==> src/rtl/dsc_pkg.sv <==
package dsc_pkg;
    localparam int REG_W       = 32;
    localparam int SRC_W       = 3;
    localparam int DIV_W       = 4;
    localparam int BUS_W       = 2;
    localparam int SLOT_STRIDE = 8;
    localparam int SRC_OFS     = 4;
    localparam int WAIT_LSB    = 16;
    localparam int WAIT_W      = 8;
    localparam int WAIT_VAL    = 100;
    localparam int ACT_BIT     = 0;
    localparam int BUS_LSB     = 1;
    localparam int NUM_REGS    = 2;

    typedef enum logic [2:0] {
        ST_IDLE, ST_WAIT, ST_BUS_PRE, ST_SRC, ST_DIV, ST_FLIP, ST_BUS_POST
    } seq_state_e;

    typedef enum logic {
        REG_CTRL = 1'b0,
        REG_SEL  = 1'b1
    } reg_id_e;

    typedef struct packed {
        logic             en;
        reg_id_e          tgt;
        logic [REG_W-1:0] mask;
        logic [REG_W-1:0] val;
    } wr_op_t;

    typedef struct packed {
        logic [SRC_W-1:0] src;
        logic [DIV_W-1:0] div;
        logic [BUS_W-1:0] bus;
    } cmd_t;

    function automatic int src_lsb(input logic slot);
        return slot ? (SLOT_STRIDE + SRC_OFS) : SRC_OFS;
    endfunction

    function automatic int div_lsb(input logic slot);
        return slot ? SLOT_STRIDE : 0;
    endfunction

    // Build a masked write of one field.
    function automatic wr_op_t field_op(input reg_id_e r, input int lsb,
                                        input int width, input logic [REG_W-1:0] value);
        wr_op_t           o;
        logic [REG_W-1:0] ones;
        ones   = '1;
        o.en   = 1'b1;
        o.tgt  = r;
        o.mask = (ones >> (REG_W - width)) << lsb;
        o.val  = (value << lsb) & o.mask;
        return o;
    endfunction
endpackage

==> src/rtl/dsc_bus_plan.sv <==
module dsc_bus_plan
    import dsc_pkg::*;
(
    input  logic [BUS_W-1:0] cur_bus,
    input  logic [BUS_W-1:0] new_bus,
    output logic             raise,
    output logic             lower
);
    always_comb begin
        raise = (new_bus > cur_bus);
        lower = (new_bus < cur_bus);
    end
endmodule

==> src/rtl/dsc_regs.sv <==
module dsc_regs
    import dsc_pkg::*;
(
    input  logic             clk,
    input  logic             rst,
    input  wr_op_t           seq_op,
    input  wr_op_t           host_op,
    input  logic             rd_addr,
    output logic [REG_W-1:0] rdata,
    output logic [REG_W-1:0] ctrl_q,
    output logic [REG_W-1:0] sel_q
);
    wr_op_t           op;
    logic [REG_W-1:0] regs_q [NUM_REGS];

    always_comb op = seq_op.en ? seq_op : host_op;

    for (genvar i = 0; i < NUM_REGS; i++) begin : g_reg
        always_ff @(posedge clk) begin
            if (rst)
                regs_q[i] <= '0;
            else if (op.en && (int'(op.tgt) == i))
                regs_q[i] <= (regs_q[i] & ~op.mask) | (op.val & op.mask);
        end
    end

    always_comb begin
        ctrl_q = regs_q[int'(REG_CTRL)];
        sel_q  = regs_q[int'(REG_SEL)];
        rdata  = rd_addr ? sel_q : ctrl_q;
    end
endmodule

==> src/rtl/dsc_seq.sv <==
module dsc_seq
    import dsc_pkg::*;
(
    input  logic   clk,
    input  logic   rst,
    input  logic   cmd_fire,
    input  cmd_t   cmd_in,
    input  logic   act_slot,
    input  logic   raise,
    input  logic   lower,
    output logic   busy,
    output wr_op_t op,
    output logic   done
);
    seq_state_e state_q, state_d;
    cmd_t       cmd_q;
    logic       tgt_q;
    logic       raise_q, lower_q;
    logic       last;

    always_comb begin
        state_d = state_q;
        last    = 1'b0;
        unique case (state_q)
            ST_IDLE:     if (cmd_fire) state_d = ST_WAIT;
            ST_WAIT:     state_d = raise_q ? ST_BUS_PRE : ST_SRC;
            ST_BUS_PRE:  state_d = ST_SRC;
            ST_SRC:      state_d = ST_DIV;
            ST_DIV:      state_d = ST_FLIP;
            ST_FLIP: begin
                state_d = lower_q ? ST_BUS_POST : ST_IDLE;
                last    = !lower_q;
            end
            ST_BUS_POST: begin
                state_d = ST_IDLE;
                last    = 1'b1;
            end
            default:     state_d = ST_IDLE;
        endcase
    end

    always_comb begin
        op = '0;
        unique case (state_q)
            ST_WAIT:     op = field_op(REG_CTRL, WAIT_LSB, WAIT_W, REG_W'(WAIT_VAL));
            ST_BUS_PRE,
            ST_BUS_POST: op = field_op(REG_SEL, BUS_LSB, BUS_W, REG_W'(cmd_q.bus));
            ST_SRC:      op = field_op(REG_CTRL, src_lsb(tgt_q), SRC_W, REG_W'(cmd_q.src));
            ST_DIV:      op = field_op(REG_CTRL, div_lsb(tgt_q), DIV_W, REG_W'(cmd_q.div));
            ST_FLIP:     op = field_op(REG_SEL, ACT_BIT, 1, REG_W'(tgt_q));
            default:     op = '0;
        endcase
    end

    always_ff @(posedge clk) begin
        if (rst) begin
            state_q <= ST_IDLE;
            done    <= 1'b0;
            cmd_q   <= '0;
            tgt_q   <= 1'b0;
            raise_q <= 1'b0;
            lower_q <= 1'b0;
        end else begin
            state_q <= state_d;
            done    <= last;
            if (cmd_fire && state_q == ST_IDLE) begin
                cmd_q   <= cmd_in;
                tgt_q   <= ~act_slot;
                raise_q <= raise;
                lower_q <= lower;
            end
        end
    end

    assign busy = (state_q != ST_IDLE);
endmodule

==> src/rtl/dual_slot_clk_switch.sv <==
module dual_slot_clk_switch
    import dsc_pkg::*;
(
    input  logic             clk,
    input  logic             rst,
    input  logic             reg_wr,
    input  logic             reg_addr,
    input  logic [REG_W-1:0] reg_wdata,
    output logic [REG_W-1:0] reg_rdata,
    input  logic             cmd_valid,
    output logic             cmd_ready,
    input  logic [SRC_W-1:0] cmd_src,
    input  logic [DIV_W-1:0] cmd_div,
    input  logic [BUS_W-1:0] cmd_bus_div,
    output logic             done,
    output logic [REG_W-1:0] ctrl_q,
    output logic [REG_W-1:0] sel_q
);
    logic   busy, cmd_fire, raise, lower;
    cmd_t   cmd_in;
    wr_op_t seq_op, host_op;

    always_comb begin
        cmd_ready    = !busy;
        cmd_fire     = cmd_valid && cmd_ready;
        cmd_in.src   = cmd_src;
        cmd_in.div   = cmd_div;
        cmd_in.bus   = cmd_bus_div;
        host_op.en   = reg_wr && cmd_ready && !cmd_valid;
        host_op.tgt  = reg_id_e'(reg_addr);
        host_op.mask = '1;
        host_op.val  = reg_wdata;
    end

    dsc_bus_plan u_plan (
        .cur_bus (sel_q[BUS_LSB +: BUS_W]),
        .new_bus (cmd_bus_div),
        .raise   (raise),
        .lower   (lower)
    );

    dsc_seq u_seq (
        .clk      (clk),
        .rst      (rst),
        .cmd_fire (cmd_fire),
        .cmd_in   (cmd_in),
        .act_slot (sel_q[ACT_BIT]),
        .raise    (raise),
        .lower    (lower),
        .busy     (busy),
        .op       (seq_op),
        .done     (done)
    );

    dsc_regs u_regs (
        .clk     (clk),
        .rst     (rst),
        .seq_op  (seq_op),
        .host_op (host_op),
        .rd_addr (reg_addr),
        .rdata   (reg_rdata),
        .ctrl_q  (ctrl_q),
        .sel_q   (sel_q)
    );
endmodule

==> config.mk <==
export PLATFORM = sky130hd
export DESIGN_NAME = dual_slot_clk_switch
export DESIGN_NICKNAME = d
export VERILOG_FILES = /design/src/rtl/dsc_pkg.sv /design/src/rtl/dsc_bus_plan.sv /design/src/rtl/dsc_regs.sv /design/src/rtl/dsc_seq.sv /design/src/rtl/dual_slot_clk_switch.sv
export SDC_FILE = /design/constraint.sdc
export NUM_CORES = 1
export LEC_CHECK = 0
export ABC_AREA = 1
export BUFFER_PORTS_ARGS = -buffer_cell sky130_fd_sc_hd__buf_2
export CORE_MARGIN = 1.5
export CORE_UTILIZATION = 53
export CTS_BUF_LIST = sky130_fd_sc_hd__clkbuf_8
export DETAILED_ROUTE_END_ITERATION = 6
export PLACE_DENSITY = 0.82
export REMOVE_ABC_BUFFERS = 1
export SYNTH_ARGS = -nofsm -noshare
export SYNTH_HDL_FRONTEND = slang
export SYNTH_SLANG_ARGS = --single-unit
==> constraint.sdc <==
create_clock -name clk -period 2.9 [get_ports clk]
set_input_delay 0.145 -clock clk [delete_from_list [all_inputs] [get_ports clk]]
set_output_delay 0.145 -clock clk [all_outputs]
set_load 0.005 [all_outputs]
# Yosys cells after proc, flatten, opt, wreduce, memory -nomap -nowiden
# Memory sizes are Yosys's and may differ from the RTL's.
# Index checks and enable logic that the tools add are counted.
word_totals:
  ramBits: 64
  out_inout_bits: 98
  regBits: 16
  memories: 1
memory_table:
  columns: ["name", "depth", "word_bits", "read_ports", "rd_clocked_by_memory_dff", "write_ports", "line", "text"]
  rows:
  - ["u_regs.regs_q", 2, 32, 2, 0, 2, "dsc_regs.sv:14", "logic [REG_W-1:0] regs_q [NUM_REGS];"]
op_classes:
  reduce_logical: 12
  n_eq_ne: 7
  n_bitwise: 12
  shift: 4
  n_mux: 20
  magnitude_cmp: 2
op_table:
  columns: ["op", "n"]
  rows:
  - ["66-bit one-hot mux with 5 select lines", 1]
  - ["32-bit bitwise AND", 5]
  - ["32-bit 2-to-1 mux", 3]
  - ["66-bit 2-to-1 mux", 1]
  - ["32-bit OR", 2]
  - ["32-bit NOT", 1]
  - ["3-bit by 32-bit << shifter with 32-bit output", 1]
  - ["3-bit by 32-bit << shifter with 32-bit output, first input constant", 1]
  - ["4-bit by 32-bit << shifter with 32-bit output", 1]
  - ["4-bit by 32-bit << shifter with 32-bit output, first input constant", 1]
  - ["3-bit one-hot mux with 6 select lines", 1]
  - ["3-bit == test, second input constant", 3]
  - ["1-bit 2-to-1 mux", 9]
  - ["4-bit 2-to-1 mux", 2]
  - ["3-bit by 2-bit == test with 1-bit output, second input constant", 2]
  - ["1-bit logical AND", 6]
  - ["3-bit 2-to-1 mux", 2]
  - ["3-bit by 1-bit == test with 1-bit output, second input constant", 1]
  - ["1-bit zero test", 3]
  - ["3-bit zero test", 1]
  - ["3-bit nonzero test", 1]
  - ["2-bit > comparator", 1]
  - ["2-bit less-than comparator", 1]
  - ["2-bit by 1-bit inequality test with 1-bit output, second input constant", 1]
  - ["other kinds (4)", 6]

# Logic depth before layout (Yosys ltp)
# Gate-level depths: netlist of run 1.
depth:
  depth_word: 11
  mapped_depth: 12
  mapped_depth_nobuf: 9

# Cells and area by module
# Synthesis of run 1 repeated with hierarchy kept, for this count alone.
hier_totals:
  cells_unflattened: 773
  hier_area_um2: 5625.4
by_module_without_submodules:
  columns: ["module", "n_inst", "area_per_inst_um2", "cells_per_inst"]
  rows:
  - ["dsc_regs", 1, 4197.8, 549]
  - ["dsc_seq", 1, 1335.0, 207]
  - ["dsc_bus_plan", 1, 65.1, 11]
  - ["dual_slot_clk_switch", 1, 27.5, 6]

# Worst setup path after synthesis of run 1
# OpenSTA, ideal clock, no wires.
synth_timing:
  path_kind: "register to register"
  from: "reg u_seq.state_q[0]"
  to: "mem u_regs.regs_q[0][0] (enable)"
  setup_slack_ps: 764
  n_path_buf: 1
  setup_time_ps: 389
  stages_incl_launch_ff: 9
  arrival_time_ps: 1746
  synth_period_minus_slack_ps: 2136
  path_cell_list: "dfxtp_1 -> buf_6 -> nor2_4 -> nand2_1 -> nor2_1 -> nand2_1 -> nand3_2 -> nand2_1 -> nand2_1"
synth_lines:
  columns: ["item", "line", "text"]
  rows:
  - ["start, declared", "dsc_seq.sv:15", "seq_state_e state_q, state_d;"]
  - ["start signal, assigned", "dsc_seq.sv:64", "state_q <= state_d;"]
  - ["end, declared", "dsc_regs.sv:14", null]

==> flow_metrics.py, run 1 <==
metrics = {
    "status": {
        "status": "finished clean",
    },
    "critical_path": {
        "timing.critical_path.fanout_max": 22,
        "worstSetupEndpointType": "register",
        "critical_path.startpoint": "u_seq.state_q[0]",
        "critical_path_required_ns": 2.95,
        "cp_cell_sequence": "nor2_4 > nand2_2 > nand2_4 > nor2_4 > buf_4 > nand3_1 > nand2_2 > nand2_1 > nand2_1 > buf_4",
        "crit_path_top_delay_cell": "sky130_fd_sc_hd__dfxtp_1",
        "arrival_time_at_the_worst_endpoint_ns": 2.42,
        "startpoint_type": "register",
        "crit-reg2reg-launch": "u_seq.state_q[0]",
        "slowest_delay_ns": 0.62,
        "worstSetupPathType": "register to register",
    },
    "timing": {
        "period_needed_ns": 2.375,
        "final.setup_skew_ns": 0.007832,
        "final_max_slew_viol_count": 0,
        "finalSetupTns_ns": 0,
        "highest_clock_frequency_the_design_can_meet_mhz": 421.0,
        "worst_margin_pin_slew_ns": 0.5980,
        "layout_worst_path_cycle_share": 0.8191,
        "setup_viol": 0,
        "final.setup.worst_slack_ns": 0.5247,
        "max-slew-margin-rel": 0.6013,
        "final-hold-violation-count": 0,
        "rsz0062_at_grt": "no",
    },
    "layout": {
        "layout.nets": 784,
        "final_layout_size_suffix_gt1_frac": 0.2861,
        "post-route-cell-area_mm2": 0.005573,
        "n_antenna_cell": 0,
        "num-fill-cells": 803,
        "area_delta_synth_final_pct": 19.15,
    },
    "pwr": {
        "worst_ir_drop_vdd_v": 0.0003988,
        "power.density_cell_area_mw_per_mm2": 695.3,
        "fin_total_pwr_mw": 3.875,
        "total_leakage_power_nw": 2.751,
    },
    "placement": {
        "portBuffers": 143,
        "place_congestion": 0.8803,
        "detailedPlacementHpwl_um": 8243,
        "pre_cts_ws_ns": 0.5313,
        "place_area_mm2": 0.005378,
    },
    "clock_network": {
        "cts_post_setup_buffers_inserted": 0,
        "cts_tree": "done",
        "cts_resized": 0,
        "sinks_on_the_clock_net": 80,
        "cts-hold-fix-buffers": 0,
        "htree_levels": 3,
        "insertion_delay_ns": 0.36,
        "clkTransAtPathRegs_ns": 0.08,
        "clock-root-buffer": "sky130_fd_sc_hd__clkbuf_8",
        "cts_inserted_buffers": 9,
        "clk_path_buf_depth": 2,
    },
    "logic_synthesis": {
        "yosysSeqAreaShare": 0.4794,
        "synth_edf_count": 64,
        "synth-seq-cells": 80,
        "synth.most_common_cell": "sky130_fd_sc_hd__nand2_1",
        "synth_cell_types": 31,
        "synth_top_cell_by_area": "sky130_fd_sc_hd__edfxtp_1",
        "post_synth_inst_count": 605,
        "yosys-top-cells-count": "sky130_fd_sc_hd__nand2_1, sky130_fd_sc_hd__nor2_1, sky130_fd_sc_hd__inv_1, sky130_fd_sc_hd__edfxtp_1, sky130_fd_sc_hd__o21ai_0",
        "synthesis.area_per_instance_um2": 7.731,
        "synth_top_cells_by_area": "sky130_fd_sc_hd__edfxtp_1, sky130_fd_sc_hd__nand2_1, sky130_fd_sc_hd__nor2_1",
        "proportion_of_register_bits_with_asynchronous_set_or_reset_after_synthesis": 0,
        "synth_warnings": 0,
        "synth_area_mm2": 0.004677,
        "synthFlopType": "sky130_fd_sc_hd__edfxtp_1",
        "yosysTopAreaCellShare": 0.4109,
    },
    "global_routing": {
        "gr-total-overflow": 0,
        "maximum_number_of_pins_on_one_net_before_global_route_repair": 53,
        "grt_use_met1": 0.3286,
        "first_global_vias": 4070,
        "antenna_found_initial": 0,
        "use_met3": 0.04913,
        "grt_use_total": 0.2491,
        "grt.met2_usage": 0.4147,
        "gr-max-usage-layer": "met2",
        "global_route_wire_length_before_repair_um": 18920,
    },
    "floorplanning": {
        "start_util": 0.5416,
        "fp.coreArea_mm2": 0.008636,
        "floorplan.die_area_mm2": 0.009397,
        "num_rows": 34,
        "io-pin-count": 144,
        "die_width_um": 96.94,
        "die_height_um": 96.94,
    },
    "drt": {
        "detail_route.vias_per_cell": 5.024,
        "routedWlPerCell_um": 13.12,
        "dr_total_vias": 4265,
        "totalWireLength_um": 11140,
        "postRouteAntennaNets": 0,
        "detail_route.iter0.violations": 221,
        "route.detailed.drc": 0,
        "drt_first_pass_iters": 5,
    },
    "worst_hold_path": {
        "min_path_type": "primary input to register",
        "hold_start": "cmd_src[2]",
    },
    "job": {
        "max-cap-violations": 0,
    },
}
==> per-layer routing <==
metal,part of all wire,vias up
li1,-,2157
met1,0.43,1917
met2,0.48,174
met3,0.076,17
met4,0.016,0
met5,0,-
==> cell families after synthesis <==
family,after synthesis,share of synthesized area
adders and majority gates,2,0.005350
DFF,80,0.4794
buffers and inverters,121,0.1182
AOI/OAI and AO/OA,75,0.08347
and+or+nand+nor,327,0.3135
==> cell usage in the layout, fill, tap and decap left out, drive strengths merged <==
master    synthesis  routed
bufinv            0       1
ha                2       2
clkinvlp          0       1
nand3            42      42
o21ai            48      48
nand4             1       1
nor2            135     135
a21oi            24      24
or2               1       1
buf              18     149
nand2           147     147
clkbuf           11       9
a21o              1       1
a211oi            1       1
inv              92      93
dfxtp            16      16
clkinv            0       4
o211ai            1       1
nor3              1       1
edfxtp           64      64
==> state kept, by name (all words and copies together), names as in the netlist <==
name           flops
u_seq.state_q      3
u_seq.cmd_q        9
u_seq.lower_q      1
u_seq.raise_q      1
u_seq.tgt_q        1
u_regs.regs_q     64
u_seq.done         1
==> worst paths after layout <==
path | end | slack, ns | cells after the start
worst max-delay path | u_regs.regs_q[1][1] | 0.52 | 10
worst min-delay path | u_seq.cmd_q[8] | 0.05 | 3
worst max register to register | u_regs.regs_q[1][1] | 0.52 | 10
worst min register to register | u_seq.cmd_q[0] | 0.47 | 2
==> area by class of cell <==
| class | instances | area [um2] | share of cell area |
|---|---|---|---|
| Inverter | 92 | 345.3 | 0.06197 |
| Timing Repair Buffer | 149 | 773.2 | 0.1388 |
| Tap cell | 108 | 135.1 | 0.02425 |
| Sequential cell | 80 | 2242 | 0.4023 |
| Clock inverter | 7 | 71.32 | 0.01280 |
| Clock buffer | 9 | 123.9 | 0.02223 |
| Multi-Input combinational cell | 404 | 1882 | 0.3377 |
==> critical path: cells and delay by family, from the launching register on <==
kind	cells	cell delay, ns
buffers and inverters	2	0.56
flip-flops	1	0.62
AND/OR/NAND/NOR	8	0.87
==> where the power goes <==
group	internal (mW)	total, mW	switching [mW]
sequential	1.51	1.68	0.171
combinational	0.497	1.36	0.860
clock	0.398	0.837	0.438
==> stage by stage <==
stage / utilization / cells / hold slack [ns]
6_report: 0.6453 / 849 / 0.04936
5_1_grt: 0.6453 / 849 / 0.04980
4_1_cts: 0.6453 / 849 / 0.03904
3_5_place_dp: 0.6227 / 833 / 0.4230
3_3_place_gp: 0.6227 / 833 / 0.4165
2_1_floorplan: - / 576 / 0.2141
(Power assumes the default switching activity.)
==> run 2, diff against run 1 <==
CORE_UTILIZATION = 48   (was 53)
PLACE_DENSITY = 0.79   (was 0.82)
clock period = 2 ns   (was 2.9 ns; I/O delays follow)
==> run 2 against run 1 <==
Critical path depth fell by 1. Critical path type unchanged. Worst setup slack got worse by 0.44 ns. Final cell count rose by 3.9%. Power rose by 45%. Clock power rose by 23%. Sequential share of layout area fell by 1.1 points. Count of clock-buffer cells in the layout did not move. Combinational power rose by 57%.
==> flow_metrics.py, run 2 (synthesis results as in run 1) <==
metrics = {
    "critical_path": {
        "startpoint_type": "register",
        "worstSetupEndpointType": "register",
        "slowest_delay_ns": 0.43,
        "arrival_time_at_the_worst_endpoint_ns": 1.97,
        "worstPathBufferInverterCount": 2,
        "path_common_cell": "sky130_fd_sc_hd__nand2_1",
        "crit_path_top_delay_cell": "sky130_fd_sc_hd__dfxtp_1",
        "cp_cell_sequence": "inv_2 > nand3_4 > nand2_4 > nor2_4 > nand3_1 > nand2_2 > nand2_1 > nand2_1 > buf_4",
        "critical_path_required_ns": 2.05,
        "worstSetupPathType": "register to register",
        "largest_delay_share_family_worst_path": "simple AND/OR/NAND/NOR gates",
        "timing.critical_path.fanout_max": 9,
    },
    "global_routing": {
        "gr-total-overflow": 0,
        "grt_use_total": 0.2363,
        "antenna_found_initial": 0,
        "first_global_vias": 3991,
        "maximum_number_of_pins_on_one_net_before_global_route_repair": 41,
        "global_route_wire_length_before_repair_um": 18860,
    },
    "floorplanning": {
        "floorplan.die_area_mm2": 0.01034,
        "die_width_um": 101.7,
        "die_height_um": 101.7,
        "io-pin-count": 144,
        "fp.coreArea_mm2": 0.009328,
        "start_util": 0.5014,
        "num_rows": 35,
    },
    "pwr": {
        "power.density_cell_area_mw_per_mm2": 975.9,
        "worst_ir_drop_vdd_v": 0.0004739,
        "total_leakage_power_nw": 2.818,
        "fin_total_pwr_mw": 5.601,
    },
    "drt": {
        "wl_met3_um": 980,
        "routedWlPerCell_um": 13.70,
        "detail_route.vias_per_cell": 4.954,
        "detail_route.iter0.violations": 250,
        "totalWireLength_um": 12080,
        "postRouteAntennaNets": 0,
        "dr.max_layer_used": "met4",
        "dr_total_vias": 4369,
        "drt-met1-wl_um": 5126,
        "drt_first_pass_iters": 5,
        "route.detailed.drc": 0,
        "dr_wl_met2_um": 5715,
    },
    "job": {
        "max-cap-violations": 0,
    },
    "clock_network": {
        "clk_path_buf_depth": 2,
        "cts_inserted_buffers": 9,
        "clkTransAtPathRegs_ns": 0.08,
        "sinks_on_the_clock_net": 80,
        "insertion_delay_ns": 0.35,
        "cts_tree": "done",
        "htree_levels": 3,
        "clock-root-buffer": "sky130_fd_sc_hd__clkbuf_8",
    },
    "placement": {
        "portBuffers": 143,
        "detailedPlacementHpwl_um": 8811,
        "place_congestion": 0.9466,
        "pre_cts_ws_ns": -0.01755,
        "place_area_mm2": 0.005494,
    },
    "timing": {
        "final.setup.worst_slack_ns": 0.08160,
        "worst_margin_pin_slew_ns": 0.4531,
        "final.setup_skew_ns": 0.01171,
        "rsz0062_at_grt": "no",
        "highest_clock_frequency_the_design_can_meet_mhz": 521.3,
        "setup_viol": 0,
        "layout_worst_path_cycle_share": 0.9592,
        "max-slew-margin-rel": 0.6972,
        "final_max_slew_viol_count": 0,
        "period_needed_ns": 1.918,
        "finalHoldWorstSlack_ns": 0.01706,
        "final-hold-violation-count": 0,
        "finalSetupTns_ns": 0,
    },
    "worst_hold_path": {
        "min_path_type": "primary input to register",
    },
    "layout": {
        "final_layout_size_suffix_gt1_frac": 0.2988,
        "reg.largest.list": "u_regs.regs_q: 64 flops, u_seq.cmd_q: 9 flops, u_seq.state_q: 3 flops",
        "area_delta_synth_final_pct": 22.71,
        "layout.nets": 796,
        "n_antenna_cell": 0,
        "max_flop_register": "u_regs.regs_q",
        "largest_reg_flops": 64,
        "layout.cells.most_common_list": "sky130_fd_sc_hd__nand2_1, sky130_fd_sc_hd__buf_2, sky130_fd_sc_hd__nor2_1",
        "post-route-cell-area_mm2": 0.005739,
    },
    "status": {
        "status": "finished clean",
    },
}
[run 2: worst paths after layout]
path	slack [ns]	depth (start not counted)	startpoint	to
worst max-delay path	0.08	9	u_seq.state_q[1]	u_regs.regs_q[1][0]
worst min-delay path	0.02	3	cmd_src[1]	u_seq.cmd_q[7]
worst max register to register	0.08	9	u_seq.state_q[1]	u_regs.regs_q[1][0]
worst min register to register	0.46	2	u_seq.cmd_q[1]	u_seq.cmd_q[1]
[run 2: repair_timing]
action | 4_1_cts | 5_1_grt
cloned | 1 | 0
setup buffers | 0 | 2
gates resized for setup | 1 | 5
pin swaps | 1 | 2
setup endpoints to repair | 45 | 89
hold endpoints to repair | 2 | 0
hold buffers | 2 | 0
[run 2: layer usage]
metal	vias up	track usage
met2	194	0.3949
met5	-	0
met3	22	0.04210
li1	2184	-
met1	1969	0.3061
met4	0	0.09081
[run 2: where the power goes]
part           total, mW  internal (mW)  switching, mW
registers           2.44           2.19          0.249
clock network       1.03          0.437          0.593
logic               2.13          0.817           1.31
[run 2: layout make-up]
class,count,area [um2]
Fill cell,863,3588
Inverter,92,345.3
Sequential cell,80,2245
Multi-Input combinational cell,405,1907
Clock inverter,7,38.79
Timing Repair Buffer,160,918.4
Tap cell,129,161.4
Clock buffer,9,123.9
[run 2: through the flow]
stage | util | instances
6_report | 0.6153 | 882
5_1_grt | 0.6153 | 882
4_1_cts | 0.6098 | 880
3_5_place_dp | 0.5890 | 861
3_3_place_gp | 0.5890 | 861
2_1_floorplan | - | 576
[run 2: worst reg2reg max path, stage by stage, from the launching register on]
cell and delay, ns:
sky130_fd_sc_hd__dfxtp_1 0.43, sky130_fd_sc_hd__inv_2 0.13, sky130_fd_sc_hd__nand3_4 0.13, sky130_fd_sc_hd__nand2_4 0.07, sky130_fd_sc_hd__nor2_4 0.18, sky130_fd_sc_hd__nand3_1 0.11, sky130_fd_sc_hd__nand2_2 0.15, sky130_fd_sc_hd__nand2_1 0.07
sky130_fd_sc_hd__nand2_1 0.13, sky130_fd_sc_hd__buf_4 0.22
==> run 3, diff against run 2 <==
CORE_UTILIZATION = 53   (was 48)
PLACE_DENSITY = 0.82   (was 0.79)
clock period = 2.03 ns   (was 2 ns; I/O delays follow)
==> run 3 against run 2 <==
Clock skew grew 0.0031 ns. Hold slack lost 0.0030 ns. Routed wire length shrank 1.6%. Count of clock-buffer cells in the layout is the same. Final cell count shrank 2.8%. Critical path type unchanged. Power grew 2.6%. Non-clock buffer count shrank 3. Via count grew 0.53%. Utilization grew 4.4 points. Worst setup slack gained 0.11 ns. Fmax grew 4.1%. Global-route usage grew 2.7 points. Highest routed layer unchanged.
==> flow_metrics.py, run 3 (synthesis results as in run 1) <==
metrics = {
    "status": {
        "status": "finished clean",
    },
    "critical_path": {
        "timing.critical_path.fanout_max": 21,
        "slowest_delay_ns": 0.44,
        "path_depth": 8,
        "end_of_the_worst_register_to_register_path": "u_regs.regs_q[0][18]",
        "worstPathBufferInverterCount": 3,
        "path_common_cell": "sky130_fd_sc_hd__inv_2",
        "cp_cell_sequence": "inv_2 > nand3_4 > nand2_4 > nor2_4 > buf_4 > inv_2 > a21oi_1 > nor2_2",
        "critical_path_required_ns": 2.14,
        "crit_end": "u_regs.regs_q[0][18]",
        "worstSetupEndpointType": "register",
        "crit-reg2reg-launch": "u_seq.state_q[1]",
        "critical_path.startpoint": "u_seq.state_q[1]",
        "largest_delay_share_family_worst_path": "buffers and inverters",
        "regToRegSetupSlack_ns": 0.19,
        "crit_path_top_delay_cell": "sky130_fd_sc_hd__dfxtp_1",
        "startpoint_type": "register",
        "worstSetupPathType": "register to register",
        "reg2regPathDepth": 8,
        "arrival_time_at_the_worst_endpoint_ns": 1.95,
    },
    "global_routing": {
        "global_route_wire_length_before_repair_um": 20220,
        "grt_use_total": 0.2631,
        "first_global_vias": 4407,
        "gr-total-overflow": 0,
        "antenna_found_initial": 0,
        "maximum_number_of_pins_on_one_net_before_global_route_repair": 48,
    },
    "clock_network": {
        "cts_inserted_buffers": 9,
        "insertion_delay_ns": 0.36,
        "cts-hold-fix-buffers": 0,
        "sinks_on_the_clock_net": 80,
        "htree_levels": 3,
        "clock-root-buffer": "sky130_fd_sc_hd__clkbuf_8",
        "cts_resized": 0,
        "cts_tree": "done",
        "clkTransAtPathRegs_ns": 0.08,
        "clk_path_buf_depth": 2,
        "cts_post_setup_buffers_inserted": 0,
    },
    "timing": {
        "period_needed_ns": 1.843,
        "setup_viol": 0,
        "finalSetupTns_ns": 0,
        "highest_clock_frequency_the_design_can_meet_mhz": 542.6,
        "final_max_slew_viol_count": 0,
        "worst_margin_pin_slew_ns": 0.4453,
        "layout_worst_path_cycle_share": 0.9079,
        "rsz0062_at_grt": "yes",
        "final-hold-violation-count": 0,
        "final.setup.worst_slack_ns": 0.1869,
        "final.setup_skew_ns": 0.01480,
        "max-slew-margin-rel": 0.7032,
    },
    "pwr": {
        "worst_ir_drop_vdd_v": 0.0004600,
        "power.density_cell_area_mw_per_mm2": 1009,
        "clock_power_share": 0.227,
        "fin_total_pwr_mw": 5.745,
        "cellInternalPower_mw": 3.623,
        "total_leakage_power_nw": 2.824,
        "part_of_the_total_power_dissipated_in_sequential_elements": 0.416,
        "sw_frac_of_total": 0.3694,
        "comb_power_share": 0.357,
        "net_switching_mw": 2.122,
    },
    "drt": {
        "route.detailed.drc": 0,
        "postRouteAntennaNets": 0,
        "dr_total_vias": 4392,
        "totalWireLength_um": 11890,
        "drt_first_pass_iters": 5,
        "detail_route.vias_per_cell": 5.125,
        "detail_route.iter0.violations": 204,
        "routedWlPerCell_um": 13.87,
    },
    "job": {
        "max-cap-violations": 0,
    },
    "layout": {
        "final_layout_size_suffix_gt1_frac": 0.2964,
        "final_core_util": 0.6595,
        "n_antenna_cell": 0,
        "max_flop_register": "u_regs.regs_q",
        "reg.largest.list": "u_regs.regs_q: 64 flops, u_seq.cmd_q: 9 flops, u_seq.state_q: 3 flops",
        "layout.cells.most_common_list": "sky130_fd_sc_hd__nand2_1, sky130_fd_sc_hd__buf_2, sky130_fd_sc_hd__nor2_1",
        "area_delta_synth_final_pct": 21.78,
        "num-fill-cells": 764,
        "largest_reg_flops": 64,
        "final_cells": 857,
        "layout.nets": 792,
    },
    "floorplanning": {
        "die_height_um": 96.94,
        "fp.coreArea_mm2": 0.008636,
        "num_rows": 34,
        "start_util": 0.5416,
        "die_width_um": 96.94,
        "floorplan.die_area_mm2": 0.009397,
        "io-pin-count": 144,
    },
    "worst_hold_path": {
        "min_path_type": "primary input to register",
        "hold_start": "cmd_div[1]",
    },
    "placement": {
        "pre_cts_ws_ns": 0.1944,
        "portBuffers": 143,
        "detailedPlacementHpwl_um": 8933,
        "post-place-cells": 841,
        "place_congestion": 0.8551,
    },
}
run 3: changes by cell type in the layout (fill, tap and decap cells not counted), sizes merged:
| cell | previous run | this run |
|---|---|---|
| bufinv | 0 | 2 |
| nand3 | 43 | 42 |
| clkinvlp | 2 | 0 |
| dlygate4sd3 | 2 | 0 |
| buf | 158 | 157 |
run 3: stage by stage:
stage               hold WS, ns  cell area (um2)
floorplan                0.1706             4469
global placement         0.3765             5475
detailed placement       0.3834             5475
CTS                     0.01129             5695
global route            0.02942             5695
finish                  0.01410             5695
run 3: layout make-up:
class | count | area (um2) | area share
inverter | 92 | 345.3 | 0.06063
clock inverter | 7 | 96.34 | 0.01692
clock buffer | 9 | 123.9 | 0.02175
multi-input combinational | 404 | 1882 | 0.3304
sequential | 80 | 2242 | 0.3937
tap | 108 | 135.1 | 0.02373
timing repair buffer | 157 | 870.8 | 0.1529
run 3: worst min path at each step:
| stage | cells after the start | end |
|---|---|---|
| CTS | 3 | u_seq.cmd_q[4] |
| global route | 3 | u_seq.cmd_q[7] |
| detailed placement | 3 | u_seq.cmd_q[6] |
| global placement | 3 | u_seq.cmd_q[2] |
| floorplan | 1 | u_seq.cmd_q[2] |
| finish | 3 | u_seq.cmd_q[3] |
run 3: tightest hold or removal path: cells and delay by family:
| kind | cells | cell delay (ns) |
|---|---|---|
| simple gates | 1 | 0.07 |
| compound gates | 1 | 0.06 |
| buf+inv | 1 | 0.10 |
run 3: per-layer routing:
layer	up-vias	GRT usage	routed length [um]	part of all wire
li1	2178	-	-	-
met4	0	0.08027	223	0.019
met1	2029	0.3355	5014	0.42
met2	167	0.4664	5894	0.50
met3	18	0.03251	758	0.064
met5	-	0	0	0
run 3: power by group through the flow:
stage          registers, mW  clock network [mW]  logic, mW
6_report                2.39                1.31       2.05
5_1_grt                 2.43                1.37       2.32
4_1_cts                 2.39                1.31       2.07
3_5_place_dp            2.42                   0       2.05
3_3_place_gp            2.41                   0       1.99
2_1_floorplan           2.42                   0       1.15
